--- config.mk ---
export PLATFORM = sky130hd
export DESIGN_NAME = mdp_alu
export DESIGN_NICKNAME = d
export VERILOG_FILES = /design/src/rtl/mdp_alu_pkg.sv /design/src/rtl/mdp_operand_gate.sv /design/src/rtl/mdp_func_unit.sv /design/src/rtl/mdp_shifter.sv /design/src/rtl/mdp_alu.sv
export SDC_FILE = /design/constraint.sdc
export NUM_CORES = 1
export LEC_CHECK = 0
export ABC_AREA = 0
export BUFFER_PORTS_ARGS = -buffer_cell sky130_fd_sc_hd__buf_4
export CAP_MARGIN = 20
export CORE_ASPECT_RATIO = 0.6
export CORE_UTILIZATION = 50
export DETAILED_ROUTE_END_ITERATION = 10
export PLACE_DENSITY = 0.77
export SLEW_MARGIN = 10
export SYNTH_ARGS = -nofsm -noshare
export SYNTH_HDL_FRONTEND = slang
export SYNTH_HIERARCHICAL = 1
export SYNTH_SLANG_ARGS = --single-unit
export TNS_END_PERCENT = 10
--- constraint.sdc ---
create_clock -name clk -period 3.4 [get_ports clk]
set_input_delay 0.34 -clock clk [delete_from_list [all_inputs] [get_ports clk]]
set_output_delay 0.34 -clock clk [all_outputs]
set_load 0.01 [all_outputs]
--- src/rtl/mdp_alu_pkg.sv ---
package mdp_alu_pkg;

    typedef enum logic [1:0] {
        FN_AND  = 2'b00,
        FN_OR   = 2'b01,
        FN_NOTB = 2'b10,
        FN_SUM  = 2'b11
    } alu_fn_e;

    typedef enum logic [1:0] {
        SH_NONE  = 2'b00,
        SH_RIGHT = 2'b01,
        SH_LEFT  = 2'b10,
        SH_BOTH  = 2'b11
    } shift_e;

endpackage

--- src/rtl/mdp_operand_gate.sv ---
module mdp_operand_gate #(
    parameter int WIDTH = 32
) (
    input  logic [WIDTH-1:0] a_in,
    input  logic [WIDTH-1:0] b_in,
    input  logic             en_left,
    input  logic             en_right,
    input  logic             inv_left,
    output logic [WIDTH-1:0] a_eff,
    output logic [WIDTH-1:0] b_eff
);
    logic [WIDTH-1:0] a_gated;

    always_comb begin
        a_gated = en_left ? a_in : '0;
        a_eff   = inv_left ? ~a_gated : a_gated;
        b_eff   = en_right ? b_in : '0;
    end
endmodule

--- src/rtl/mdp_func_unit.sv ---
module mdp_func_unit
    import mdp_alu_pkg::*;
#(
    parameter int WIDTH = 32
) (
    input  logic [WIDTH-1:0] a_eff,
    input  logic [WIDTH-1:0] b_eff,
    input  logic [1:0]       fn_sel,
    input  logic             carry_in,
    output logic [WIDTH-1:0] res
);
    localparam int PADW = WIDTH - 1;

    alu_fn_e fn;

    always_comb begin
        fn = alu_fn_e'(fn_sel);
        unique case (fn)
            FN_AND:  res = a_eff & b_eff;
            FN_OR:   res = a_eff | b_eff;
            FN_NOTB: res = ~b_eff;
            FN_SUM:  res = a_eff + b_eff + {{PADW{1'b0}}, carry_in};
            default: res = '0;
        endcase
    end
endmodule

--- src/rtl/mdp_shifter.sv ---
module mdp_shifter
    import mdp_alu_pkg::*;
#(
    parameter int WIDTH   = 32,
    parameter int SHL_AMT = 8
) (
    input  logic [WIDTH-1:0] res,
    input  logic             shl_byte,
    input  logic             shr_arith,
    output logic [WIDTH-1:0] shifted
);
    shift_e mode;

    always_comb begin
        mode = shift_e'({shl_byte, shr_arith});
        unique case (mode)
            SH_LEFT:  shifted = res << SHL_AMT;
            SH_RIGHT: shifted = {res[WIDTH-1], res[WIDTH-1:1]};
            SH_NONE,
            SH_BOTH:  shifted = res;
            default:  shifted = res;
        endcase
    end
endmodule

--- src/rtl/mdp_alu.sv ---
module mdp_alu #(
    parameter int WIDTH   = 32,
    parameter int SHL_AMT = 8
) (
    input  logic             clk,
    input  logic             rst_n,
    input  logic [WIDTH-1:0] a_hold,
    input  logic [WIDTH-1:0] b_bus,
    input  logic [1:0]       fn_sel,
    input  logic             en_left,
    input  logic             en_right,
    input  logic             inv_left,
    input  logic             carry_in,
    input  logic             shl_byte,
    input  logic             shr_arith,
    output logic [WIDTH-1:0] c_out,
    output logic             flag_n,
    output logic             flag_z
);
    localparam int MSB = WIDTH - 1;

    logic [WIDTH-1:0] a_eff;
    logic [WIDTH-1:0] b_eff;
    logic [WIDTH-1:0] alu_raw;

    mdp_operand_gate #(.WIDTH(WIDTH)) u_gate (
        .a_in     (a_hold),
        .b_in     (b_bus),
        .en_left  (en_left),
        .en_right (en_right),
        .inv_left (inv_left),
        .a_eff    (a_eff),
        .b_eff    (b_eff)
    );

    mdp_func_unit #(.WIDTH(WIDTH)) u_func (
        .a_eff    (a_eff),
        .b_eff    (b_eff),
        .fn_sel   (fn_sel),
        .carry_in (carry_in),
        .res      (alu_raw)
    );

    mdp_shifter #(.WIDTH(WIDTH), .SHL_AMT(SHL_AMT)) u_shift (
        .res       (alu_raw),
        .shl_byte  (shl_byte),
        .shr_arith (shr_arith),
        .shifted   (c_out)
    );

    // Status flags follow the unshifted result, loaded with the datapath registers.
    always_ff @(posedge clk or negedge rst_n) begin
        if (!rst_n) begin
            flag_n <= 1'b0;
            flag_z <= 1'b0;
        end else begin
            flag_n <= alu_raw[MSB];
            flag_z <= (alu_raw == '0);
        end
    end
endmodule

* Word-level counts from Yosys, hierarchy flattened
Cells that the tools add are included.
Word-level totals: register bits 2, bits in latches 0, RAM bits 0, ROM bits 0, input bits 74, output and inout port bits 34, logic and storage cells 23, memories kept 0
Cells by class: add/subtract/negate cells 2, multiply operators 0, div/mod/pow operators 0, order comparisons 0, equality and inequality tests 6, shift operators 0, muxes and demuxes 5, bitwise gates (word level) 4, reduce and logical (&&, ||, !) cells 4
Operators by type and width (count):
- case mux 32 bit (4 select lines) | 1
- two-way mux 32 bit | 3
- case mux 32 bit (3 select lines) | 1
- NOT 32 bit | 2
- adder 32 x 1 -> 32 bit | 1
- adder 32 bit | 1
- bitwise AND 32 bit | 1
- logical NOT 32 bit | 1
- OR 32 bit | 1
- equality test 2 bit, second input constant | 4
- equality test 2 x 1 -> 1 bit, second input constant | 2
- logical NOT 2 bit | 2
- OR reduction 2 bit | 1

* Depth between registers and ports, before layout
Gate-level depths: netlist (run 1).
word-level depth 7, mapped depth 17, mapped depth without buffers 15

* Hierarchy
The synthesis (run 1) kept the hierarchy.
Modules (own cells, without submodules):
- mdp_func_unit | instances 1, cells each 441, area each 3350.7 µm², sequential area each 0.0 µm²
- mdp_operand_gate | instances 1, cells each 106, area each 684.4 µm², sequential area each 0.0 µm²
- mdp_shifter | instances 1, cells each 104, area each 598.1 µm², sequential area each 0.0 µm²
- mdp_alu | instances 1, cells each 13, area each 122.6 µm², sequential area each 50.0 µm²

* Least setup slack after synthesis (run 1)
OpenSTA, ideal clock, no wires.
path kind input port to output port, from input port inv_left, to output port c_out[30], data arrival time 3.373 ns, required time 3.060 ns, path slack -0.313 ns, cell stages on the path 14, buffers on the path 1, cells stage by stage buf_2 > xnor2_1 > fa_1 > fa_1 > a21o_1 > nand3_2 > a31o_4 > o311ai_4 > a221oi_2 > a21boi_2 > mux2i_1 > or4_1 > a22oi_1 > o21ai_1
On the way: word-level cells in the longest chain between the ends 5, elaborated cells between the ends (all ways) 7, those cells by class add/sub: 2; mux: 3; bitwise: 2
RTL lines:
- from (decl) | RTL line mdp_alu.sv:12 | input logic inv_left,
- two-way mux 32 bit | RTL line mdp_operand_gate.sv:16 | a_eff = inv_left ? ~a_gated : a_gated;
- via a_eff[0] | RTL line mdp_alu.sv:22 | logic [WIDTH-1:0] a_eff;
- adder 32 bit | RTL line mdp_func_unit.sv:22 | FN_SUM: res = a_eff + b_eff + {{PADW{1'b0}}, carry_in};
- adder 32 x 1 -> 32 bit | RTL line mdp_func_unit.sv:22
- case mux 32 bit (4 select lines) | RTL line mdp_func_unit.sv:18 | unique case (fn)
- via alu_raw[30] | RTL line mdp_alu.sv:24 | logic [WIDTH-1:0] alu_raw;
- case mux 32 bit (3 select lines) | RTL line mdp_shifter.sv:16 | unique case (mode)
- to (decl) | RTL line mdp_alu.sv:16 | output logic [WIDTH-1:0] c_out,
The timed path passes the listed nets, and every way through them passes these cells.

* Worst setup path after layout (run 1)
from input port en_left, to output port c_out[30]
On the way: word-level cells in the longest chain between the ends 7, elaborated cells between the ends (all ways) 9, those cells by class add/sub: 2; mux: 4; bitwise: 3
RTL lines:
- from (decl) | RTL line mdp_alu.sv:10 | input logic en_left,
- two-way mux 32 bit * | RTL line mdp_operand_gate.sv:15 | a_gated = en_left ? a_in : '0;
- NOT 32 bit | RTL line mdp_operand_gate.sv:16
- two-way mux 32 bit * | RTL line mdp_operand_gate.sv:16
- via a_eff[5] | RTL line mdp_alu.sv:22
- adder 32 bit * | RTL line mdp_func_unit.sv:22
- adder 32 x 1 -> 32 bit * | RTL line mdp_func_unit.sv:22
- case mux 32 bit (4 select lines) * | RTL line mdp_func_unit.sv:18
- via alu_raw[31] | RTL line mdp_alu.sv:24
- case mux 32 bit (3 select lines) * | RTL line mdp_shifter.sv:16
The timed path passes the listed nets; every way through them passes the cells marked *.

==> metrics.json, run 1 <==
{
  "status": {
    "violations": "setup timing",
    "outcome": "finished with violations"
  },
  "timing": {
    "clock.fmax_mhz": 252,
    "final-max-slew-violation-count": 0,
    "final-hold-violation-count": 0,
    "layout_min_cycle_time_ps": 3970,
    "max_slew.worst_pin.slew_ps": 1090,
    "relSlewSlack": 0.272,
    "timing.final.setup_violations": 30,
    "unrepaired_setup_endpoints_after_global_routing": "yes",
    "timing.final.crit_share": 1.17,
    "totalNegativeSetupSlack_ps": -10860,
    "finalWorstSetupSlack_ps": -575
  },
  "floorplanning": {
    "die_height_um": 77.5,
    "die_width_um": 128,
    "floorplan.core_area_mm2": 0.00919,
    "placement_rows": 27,
    "floorplan.die_area_mm2": 0.00992,
    "io_pins": 108,
    "starting_utilization_of_the_core_area": 0.518
  },
  "route": {
    "routed-via-count": 6001,
    "vias_per_cell": 5.96,
    "first_iter_violations": 887,
    "drtPass1Iterations": 5,
    "routed_length_per_placed_instance_um": 18.9,
    "drtAntennaViolNets": 0,
    "drc_violations_left": 0,
    "drt-total-wl_um": 19000
  },
  "worst_hold_path": {
    "worst_hold_path_type": "in -> async"
  },
  "logic_synthesis": {
    "synth_cell_types": 61,
    "synth-seq-cells": 2,
    "synthesis.yosys.warnings": 6,
    "postSynth.asyncResetShare": 1.00,
    "synthTopCellsByArea": "ha_1 17%, mux4_2 10%, xnor2_1 9.4%, inv_1 7.7%, nand2_1 6.9%",
    "synth.net_count": 806,
    "post-synth-top-area-fraction": 0.174,
    "average_cell_area_after_synthesis_um2": 7.16,
    "synth_edf_count": 0,
    "synth-seq-area-share": 0.0105,
    "syn_inst": 664,
    "synth_top_cells_by_count": "97 x inv_1, 88 x nand2_1, 66 x ha_1, 51 x xnor2_1",
    "synthMostInstantiatedCell": "inv_1",
    "yosysTopAreaCell": "ha_1",
    "synth_ff_type": "dfrtp_1",
    "syn-cell-area_mm2": 0.00476
  },
  "power_and_ir_drop": {
    "power_switching_share": 0.469,
    "power.leakage_uw": 0.00363,
    "net-switching-power_uw": 907,
    "power_frac_clock": 0.094,
    "power.ir.vdd_worst_mv": 0.213,
    "power.density_cell_area_mw_per_mm2": 264,
    "power.internal_uw": 1020,
    "power.combinational.fraction": 0.892,
    "seq_power_share": 0.014
  },
  "global_routing": {
    "groute.usage.overall": 0.353,
    "first_global_vias": 5604,
    "grt-ovfl-total": 0,
    "initial_antenna_violation_count": 0,
    "grt_max_degree": 57,
    "grt_pass1_wl_um": 27900
  },
  "clock_tree": {
    "cts_htree_levels": 1,
    "clockBufferDepth": 2,
    "cts.sinks": 2,
    "ctsRootBufferMaster": "clkbuf_16",
    "worst_setup_hold_path_clk_slew_ps": 30,
    "tritoncts.num_buffers": 3,
    "clock_tree_from_tritoncts": "done"
  },
  "finish": {
    "final_cell_area_mm2": 0.00730,
    "syn_to_final_growth_pct": 53.6,
    "drive_above_1_share": 0.428,
    "design.final.nets": 1021,
    "num_antenna_cells": 0
  },
  "place": {
    "gp_congestion": 1.05,
    "postPlaceCellArea_mm2": 0.00650,
    "buffer_ports.inserted": 107,
    "detailed_place_hpwl_um": 13700
  },
  "critical_path": {
    "critical_path.most_common_cell": "buf_4",
    "critical_path.slowest_cell": "mux4_2",
    "worstPathBufferInverterCount": 6,
    "crit_path_max_incr_delay_ps": 520,
    "startpoint": "en_left",
    "cp_cell_sequence": "buf_12 > buf_12 > nand2_2 > xnor2_2 > inv_2 > ha_4 > o21a_1 > o211ai_1 > buf_4 > o21ai_4 > a2111oi_4 > buf_4 > o21ai_1 > nand2_1 > xnor2_1 > mux4_2 > a22oi_2 > o21ai_2 > buf_4",
    "worstSetupEndpointType": "primary output",
    "critPathMaxFanout": 15,
    "cp.arrival_ps": 3630,
    "critical_path_class": "in -> out",
    "crit_family": "compound AO/OA/AOI/OAI gates",
    "start_kind": "input port",
    "required_ps": 3060
  },
  "run": {
    "timing.max_cap.violations": 0
  }
}
## state kept, by name, summed over array words and instances, names as in the netlist
name and cells:
flag_n 1, flag_z 1
## metrics by stage
step / power, µW / setup WS [ps] / cells / util / hold slack, ps
after floorplan: 869 / -211 / 664 / - / 44.4
after global routing: 2030 / -696 / 1007 / 0.795 / 448
after global placement: 1430 / -654 / 992 / 0.707 / 122
after detailed placement: 1480 / -682 / 992 / 0.707 / 125
final: 1930 / -575 / 1007 / 0.795 / 448
after CTS: 1750 / -548 / 1000 / 0.752 / 449
## worst paths after layout
kind / end / slack [ps] / cells past startpoint
min in group clk: flag_z$_DFF_PN0_ / 910 / 6
worst max-delay path: c_out[30] / -570 / 19
max in group asynchronous: flag_z$_DFF_PN0_ / 2860 / 2
worst min-delay path: flag_n$_DFF_PN0_ / 450 / 2
## routing by layer
| metal | vias to the layer above | global-route usage | part of all wire |
|---|---|---|---|
| met4 | 0 | 0.0588 | 0.021 |
| met3 | 47 | 0.0621 | 0.11 |
| met5 | - | 0 | 0 |
| met1 | 2820 | 0.495 | 0.42 |
| li1 | 2709 | - | - |
| met2 | 425 | 0.570 | 0.45 |
## cells in the final DEF, fill, tap and decap left out, types with 7 or more instances in the layout
| master | instances |
|---|---|
| nor2_1 | 33 |
| xnor2_2 | 20 |
| nand2_1 | 85 |
| and2_1 | 31 |
| o21ai_0 | 14 |
| inv_1 | 95 |
| nor4_1 | 7 |
| xor2_1 | 9 |
| a22oi_1 | 27 |
| ha_1 | 43 |
| ha_2 | 9 |
| a21o_1 | 19 |
| buf_4 | 241 |
| nand3_1 | 7 |
| xnor2_1 | 30 |
| a21oi_1 | 21 |
| mux4_2 | 22 |
| o21bai_1 | 7 |
| ha_4 | 14 |
| a21oi_2 | 10 |
| o21ai_1 | 26 |
## power by group through the flow
| stage | logic (µW) | registers [µW] | clock network (µW) |
|---|---|---|---|
| 6_report | 1720 | 26.9 | 182 |
| 5_1_grt | 1820 | 27.0 | 185 |
| 4_1_cts | 1540 | 26.7 | 178 |
| 3_5_place_dp | 1450 | 26.9 | 0 |
| 3_3_place_gp | 1410 | 26.8 | 0 |
| 2_1_floorplan | 841 | 28.0 | 0 |
## cell type report
type	instances	area (µm²)
Fill cell	625	1880
Sequential cell	2	50.0
Inverter	97	364
Tap cell	130	163
Clock buffer	3	75.1
Multi-Input combinational cell	522	4660
Timing Repair Buffer	253	2000
## logic make-up (layout without fill, tap and decap cells)
kind of cell,Yosys count,in the layout,share of synthesized area
XOR/XNOR,60,60,0.110
flip-flops,2,2,0.0105
AO/OA/AOI/OAI,182,182,0.264
buffers and inverters,140,353,0.138
multiplexers,25,25,0.110
AND/OR/NAND/NOR,187,187,0.185
adder cells (fa/ha/maj),68,68,0.182
## repair_timing
action | 4_1_cts | 5_1_grt
hold buffers | 1 | 0
pin swaps | 16 | 29
buffers inserted | 4 | 7
hold endpoints to repair | 2 | 0
resized for setup | 49 | 58
endpoints found under the setup margin | 29 | 30
Power figures use the tool's default switching activity.
==> inputs of run 2 (changes only) <==
--- a/config.mk
+++ b/config.mk
@@ -12,6 +12,7 @@
 export CORE_UTILIZATION = 50
 export DETAILED_ROUTE_END_ITERATION = 10
 export PLACE_DENSITY = 0.77
+export SETUP_SLACK_MARGIN = 0.5
 export SLEW_MARGIN = 10
 export SYNTH_ARGS = -nofsm -noshare
 export SYNTH_HDL_FRONTEND = slang
==> metrics.json, run 2 (same netlist as run 1, synthesis figures left out) <==
{
  "status": {
    "outcome": "finished with violations",
    "violations": "setup timing"
  },
  "floorplanning": {
    "io_pins": 108,
    "starting_utilization_of_the_core_area": 0.518,
    "die_height_um": 77.5,
    "die_width_um": 128,
    "floorplan.die_area_mm2": 0.00992,
    "placement_rows": 27,
    "floorplan.core_area_mm2": 0.00919
  },
  "critical_path": {
    "cp.arrival_ps": 3660,
    "required_ps": 3060,
    "critPathMaxFanout": 8,
    "worstSetupEndpointType": "primary output",
    "start_kind": "input port",
    "critical_path_class": "in -> out"
  },
  "timing": {
    "timing.final.setup_violations": 28,
    "final-hold-violation-count": 0,
    "finalWorstSetupSlack_ps": -605,
    "unrepaired_setup_endpoints_after_global_routing": "yes",
    "max_slew.worst_pin.slew_ps": 1120,
    "timing.final.crit_share": 1.18,
    "totalNegativeSetupSlack_ps": -11810,
    "relSlewSlack": 0.256,
    "final-max-slew-violation-count": 0,
    "clock.fmax_mhz": 250,
    "layout_min_cycle_time_ps": 4000
  },
  "global_routing": {
    "initial_antenna_violation_count": 0,
    "global_route.usage.met1": 0.515,
    "first_global_vias": 5804,
    "most_congested_layer_reported_by_global_routing": "met2",
    "grt_max_degree": 57,
    "grt-ovfl-total": 0,
    "globalRouteMet3Util": 0.0952,
    "grt_use_met2": 0.598,
    "groute.usage.overall": 0.376,
    "grt_pass1_wl_um": 29700
  },
  "power_and_ir_drop": {
    "power_switching_share": 0.476,
    "power_frac_clock": 0.090,
    "power.combinational.fraction": 0.897,
    "net-switching-power_uw": 956,
    "power.density_cell_area_mw_per_mm2": 263,
    "power.ir.vdd_worst_mv": 0.235,
    "power.internal_uw": 1050,
    "power.leakage_uw": 0.00375,
    "seq_power_share": 0.013
  },
  "finish": {
    "layout_common_cells": "246 x buf_4, 85 x inv_1, 74 x nand2_1",
    "layout.cells.most_common": "buf_4",
    "syn_to_final_growth_pct": 60.5,
    "drive_above_1_share": 0.468,
    "design.final.nets": 1032,
    "layout_top_registers": "flag_n x1, flag_z x1",
    "num_antenna_cells": 0,
    "layout.core_utilization": 0.831
  },
  "route": {
    "first_iter_violations": 835,
    "drtAntennaViolNets": 0,
    "drtPass1Iterations": 6,
    "routed_length_per_placed_instance_um": 20.2,
    "routed-via-count": 6233,
    "drt-total-wl_um": 20500,
    "drc_violations_left": 0,
    "vias_per_cell": 6.12
  },
  "run": {
    "timing.max_cap.violations": 0
  },
  "clock_tree": {
    "clock_tree_from_tritoncts": "done",
    "clockBufferDepth": 2,
    "cts.sinks": 2,
    "tritoncts.num_buffers": 3,
    "worst_setup_hold_path_clk_slew_ps": 30,
    "ctsRootBufferMaster": "clkbuf_16",
    "cts_htree_levels": 1
  },
  "place": {
    "buffer_ports.inserted": 107,
    "gp_congestion": 1.05,
    "detailed_place_hpwl_um": 14100
  },
  "worst_hold_path": {
    "worst_hold_path_type": "in -> async"
  }
}
-- run 2: per-stage QoR --
stage          setup slack [ps]  instance area (µm²)  hold WS [ps]  std cells  total power [µW]
6_report                   -605                 7630           453       1018              2010
3_5_place_dp               -751                 6600           126       1003              1500
5_1_grt                    -711                 7630           459       1018              2110
4_1_cts                    -423                 7160           445       1009              1790
3_3_place_gp               -729                 6600           124       1003              1450
2_1_floorplan              -148                 4810          44.4        664               874
-- run 2: layout make-up --
class	count	area, µm²
inverters	97	364
flip-flops and latches	2	50.0
fillers	568	1560
multi-input cells	522	4840
well taps	130	163
clock buffers	3	75.1
repair buffers	264	2140
-- run 2: critical path, cell delays in order --
cell,delay (ps)
buf_12,110
buf_12,140
nand2_2,90
xnor2_2,260
inv_2,80
ha_4,300
o211ai_1,140
o211a_4,290
o21ai_4,270
buf_6,160
a41oi_4,120
xnor2_1,150
mux4_2,580
a22oi_1,250
o21ai_1,170
buf_4,220
-- run 2: layer usage --
metal	share of wire	vias to the layer above
li1	-	2735
met1	0.40	2914
met2	0.44	492
met3	0.12	92
met4	0.036	0
met5	0	-
-- run 2: path summary, 6_finish.rpt --
check,end,start,cells after the start
worst max-delay path,c_out[14],en_left,16
min in group clk,flag_n$_DFF_PN0_,b_bus[31],4
max in group asynchronous,flag_z$_DFF_PN0_,rst_n,2
worst min-delay path,flag_n$_DFF_PN0_,rst_n,2
-- run 2: power groups by stage --
stage                     clock network (µW)  registers (µW)  logic [µW]
after CTS                                181            26.5        1580
after global routing                     185            26.6        1900
final                                    181            26.5        1800
after floorplan                            0            28.0         846
after global placement                     0            26.8        1430
after detailed placement                   0            26.7        1470
-- run 2: what timing repair did --
action,in CTS,in global routing
gates resized for setup,79,79
endpoints found under the setup margin,33,33
hold buffers,1,0
cloned,0,1
hold endpoints to repair,2,0
setup buffers,2,8
pin swaps,24,37
==> inputs of run 3 (changes only) <==
--- a/config.mk
+++ b/config.mk
@@ -8,10 +8,12 @@
 export ABC_AREA = 0
 export BUFFER_PORTS_ARGS = -buffer_cell sky130_fd_sc_hd__buf_4
 export CAP_MARGIN = 20
+export CELL_PAD_IN_SITES_DETAIL_PLACEMENT = 0
+export CELL_PAD_IN_SITES_GLOBAL_PLACEMENT = 2
 export CORE_ASPECT_RATIO = 0.6
-export CORE_UTILIZATION = 50
+export CORE_UTILIZATION = 31
 export DETAILED_ROUTE_END_ITERATION = 10
-export PLACE_DENSITY = 0.77
+export PLACE_DENSITY = 0.82
 export SETUP_SLACK_MARGIN = 0.5
 export SLEW_MARGIN = 10
 export SYNTH_ARGS = -nofsm -noshare
==> constraint.sdc (replaced) <==
create_clock -name clk -period 4 [get_ports clk]
set_input_delay 0.4 -clock clk [delete_from_list [all_inputs] [get_ports clk]]
set_output_delay 0.4 -clock clk [all_outputs]
set_load 0.01 [all_outputs]
==> metrics.json, run 3 (same netlist as run 1, synthesis figures left out) <==
{
  "floorplanning": {
    "floorplan.die_area_mm2": 0.0159,
    "io_pins": 108,
    "floorplan.core_area_mm2": 0.0147,
    "die_width_um": 162,
    "placement_rows": 34,
    "die_height_um": 97.9,
    "starting_utilization_of_the_core_area": 0.323
  },
  "route": {
    "drt-total-wl_um": 17400,
    "vias_per_cell": 5.15,
    "route.top_layer_used": "met4",
    "drtPass1Iterations": 5,
    "first_iter_violations": 474,
    "routed_length_per_placed_instance_um": 16.8,
    "drc_violations_left": 0,
    "dr_wl_met2_um": 6830,
    "m1WireLength_um": 9440,
    "met3_wirelength_um": 1030,
    "routed-via-count": 5324,
    "drtAntennaViolNets": 0
  },
  "timing": {
    "unrepaired_setup_endpoints_after_global_routing": "yes",
    "max_slew.worst_pin.slew_ps": 1110,
    "clock.fmax_mhz": 247,
    "final-max-slew-violation-count": 0,
    "layout_min_cycle_time_ps": 4050,
    "relSlewSlack": 0.263,
    "timing.final.setup_violations": 6,
    "final-hold-violation-count": 0,
    "timing.final.crit_share": 1.01,
    "finalWorstSetupSlack_ps": -51.1
  },
  "critical_path": {
    "required_ps": 3600,
    "crit_path_max_incr_delay_ps": 450,
    "worst_setup_path_endpoint": "c_out[29]",
    "startpoint": "en_left",
    "start_kind": "input port",
    "critical_path.slowest_cell": "or4_4",
    "cp_cell_sequence": "buf_12 > nand2_8 > xnor2_4 > fa_2 > fa_2 > a21o_1 > nand3_2 > a31o_4 > o311ai_4 > a221oi_2 > buf_4 > a21boi_2 > mux2i_1 > or4_4 > a22oi_2 > o21ai_1 > buf_4",
    "worstSetupEndpointType": "primary output",
    "critPathMaxFanout": 5,
    "critical_path_class": "in -> out",
    "cp.arrival_ps": 3650
  },
  "global_routing": {
    "first_global_vias": 5059,
    "initial_antenna_violation_count": 0,
    "grt_pass1_wl_um": 27100,
    "grt_max_degree": 57,
    "grt-ovfl-total": 0,
    "groute.usage.overall": 0.213
  },
  "finish": {
    "final_cell_area_mm2": 0.00696,
    "drive_above_1_share": 0.382,
    "num_antenna_cells": 0,
    "layout_common_cells": "198 x buf_4, 96 x inv_1, 83 x nand2_1",
    "number_of_non_filler_instances_in_the_completed_layout": 1034,
    "layout_top_registers": "flag_n x1, flag_z x1",
    "syn_to_final_growth_pct": 46.3,
    "layout.cells.most_common": "buf_4",
    "design.final.nets": 980
  },
  "power_and_ir_drop": {
    "seq_power_share": 0.015,
    "power_switching_share": 0.471,
    "net-switching-power_uw": 713,
    "power.leakage_uw": 0.00339,
    "power.combinational.fraction": 0.883,
    "power.ir.vdd_worst_mv": 0.222,
    "power.density_cell_area_mw_per_mm2": 217,
    "power_frac_clock": 0.102,
    "power.internal_uw": 800
  },
  "clock_tree": {
    "ctsRootBufferMaster": "clkbuf_16",
    "cts.sinks": 2,
    "cts_htree_levels": 1,
    "tritoncts.num_buffers": 3,
    "clock_tree_from_tritoncts": "done",
    "clockBufferDepth": 2,
    "worst_setup_hold_path_clk_slew_ps": 30
  },
  "place": {
    "gp_congestion": 0.972,
    "dp.cells": 1020,
    "place_ws_ps": -299,
    "postPlaceCellArea_mm2": 0.00626,
    "detailed_place_hpwl_um": 14100,
    "buffer_ports.inserted": 107
  },
  "worst_hold_path": {
    "worst_hold_path_type": "in -> async"
  },
  "status": {
    "outcome": "finished with violations",
    "violations": "setup timing"
  },
  "run": {
    "timing.max_cap.violations": 0
  }
}
-- run 3: changes by cell type in the layout (fill, tap and decap cells not counted), sizes merged --
cell / delta
clkbuf: -1
buf: -51
-- run 3: routing by layer --
layer | global-route usage | up-vias
li1 | - | 2621
met1 | 0.356 | 2532
met2 | 0.298 | 167
met3 | 0.0110 | 4
met4 | 0.0196 | 0
met5 | 0 | -
-- run 3: final cells by class --
cell class              count  area (µm²)
clock buffers               3        75.1
fillers                  1498        7760
inverters                  97         364
multi-input cells         522        4540
flip-flops and latches      2        50.0
well taps                 198         248
repair buffers            212        1680
-- run 3: power by group through the flow --
stage	logic (µW)	clock network, µW	registers (µW)
6_report	1330	155	22.7
5_1_grt	1440	161	22.7
4_1_cts	1260	158	22.7
3_5_place_dp	1190	0	22.9
3_3_place_gp	1180	0	22.8
2_1_floorplan	715	0	23.8
-- run 3: critical path: cells and delay by family --
kind / cells / cell delay (ps)
buffers and inverters: 3 / 470
multiplexers: 1 / 140
adder cells (fa/ha/maj): 2 / 740
XOR/XNOR: 1 / 150
AND/OR/NAND/NOR: 3 / 610
AO/OA/AOI/OAI: 7 / 1130
-- run 3: worst min path at each step --
stage	start	to	slack (ps)
floorplan	rst_n	flag_n$_DFF_PN0_	100
detailed placement	rst_n	flag_n$_DFF_PN0_	180
global route	rst_n	flag_z$_DFF_PN0_	510
global placement	rst_n	flag_n$_DFF_PN0_	180
finish	rst_n	flag_z$_DFF_PN0_	500
CTS	rst_n	flag_z$_DFF_PN0_	490
-- run 3: stage by stage --
stage	hold slack, ps	power (µW)	TNS [ps]	utilization
2_1_floorplan	104	738	0	-
3_3_place_gp	182	1200	-3390	0.425
3_5_place_dp	184	1210	-3330	0.425
4_1_cts	491	1440	-81.1	0.454
5_1_grt	510	1630	-2600	0.473
6_report	501	1510	-189	0.473
-- run 3: what timing repair did --
action,CTS,global route
endpoints found under the hold margin,2,0
endpoints found under the setup margin,28,31
pin swaps,26,14
hold buffers,1,0
gates resized for setup,53,42
setup buffers,4,5
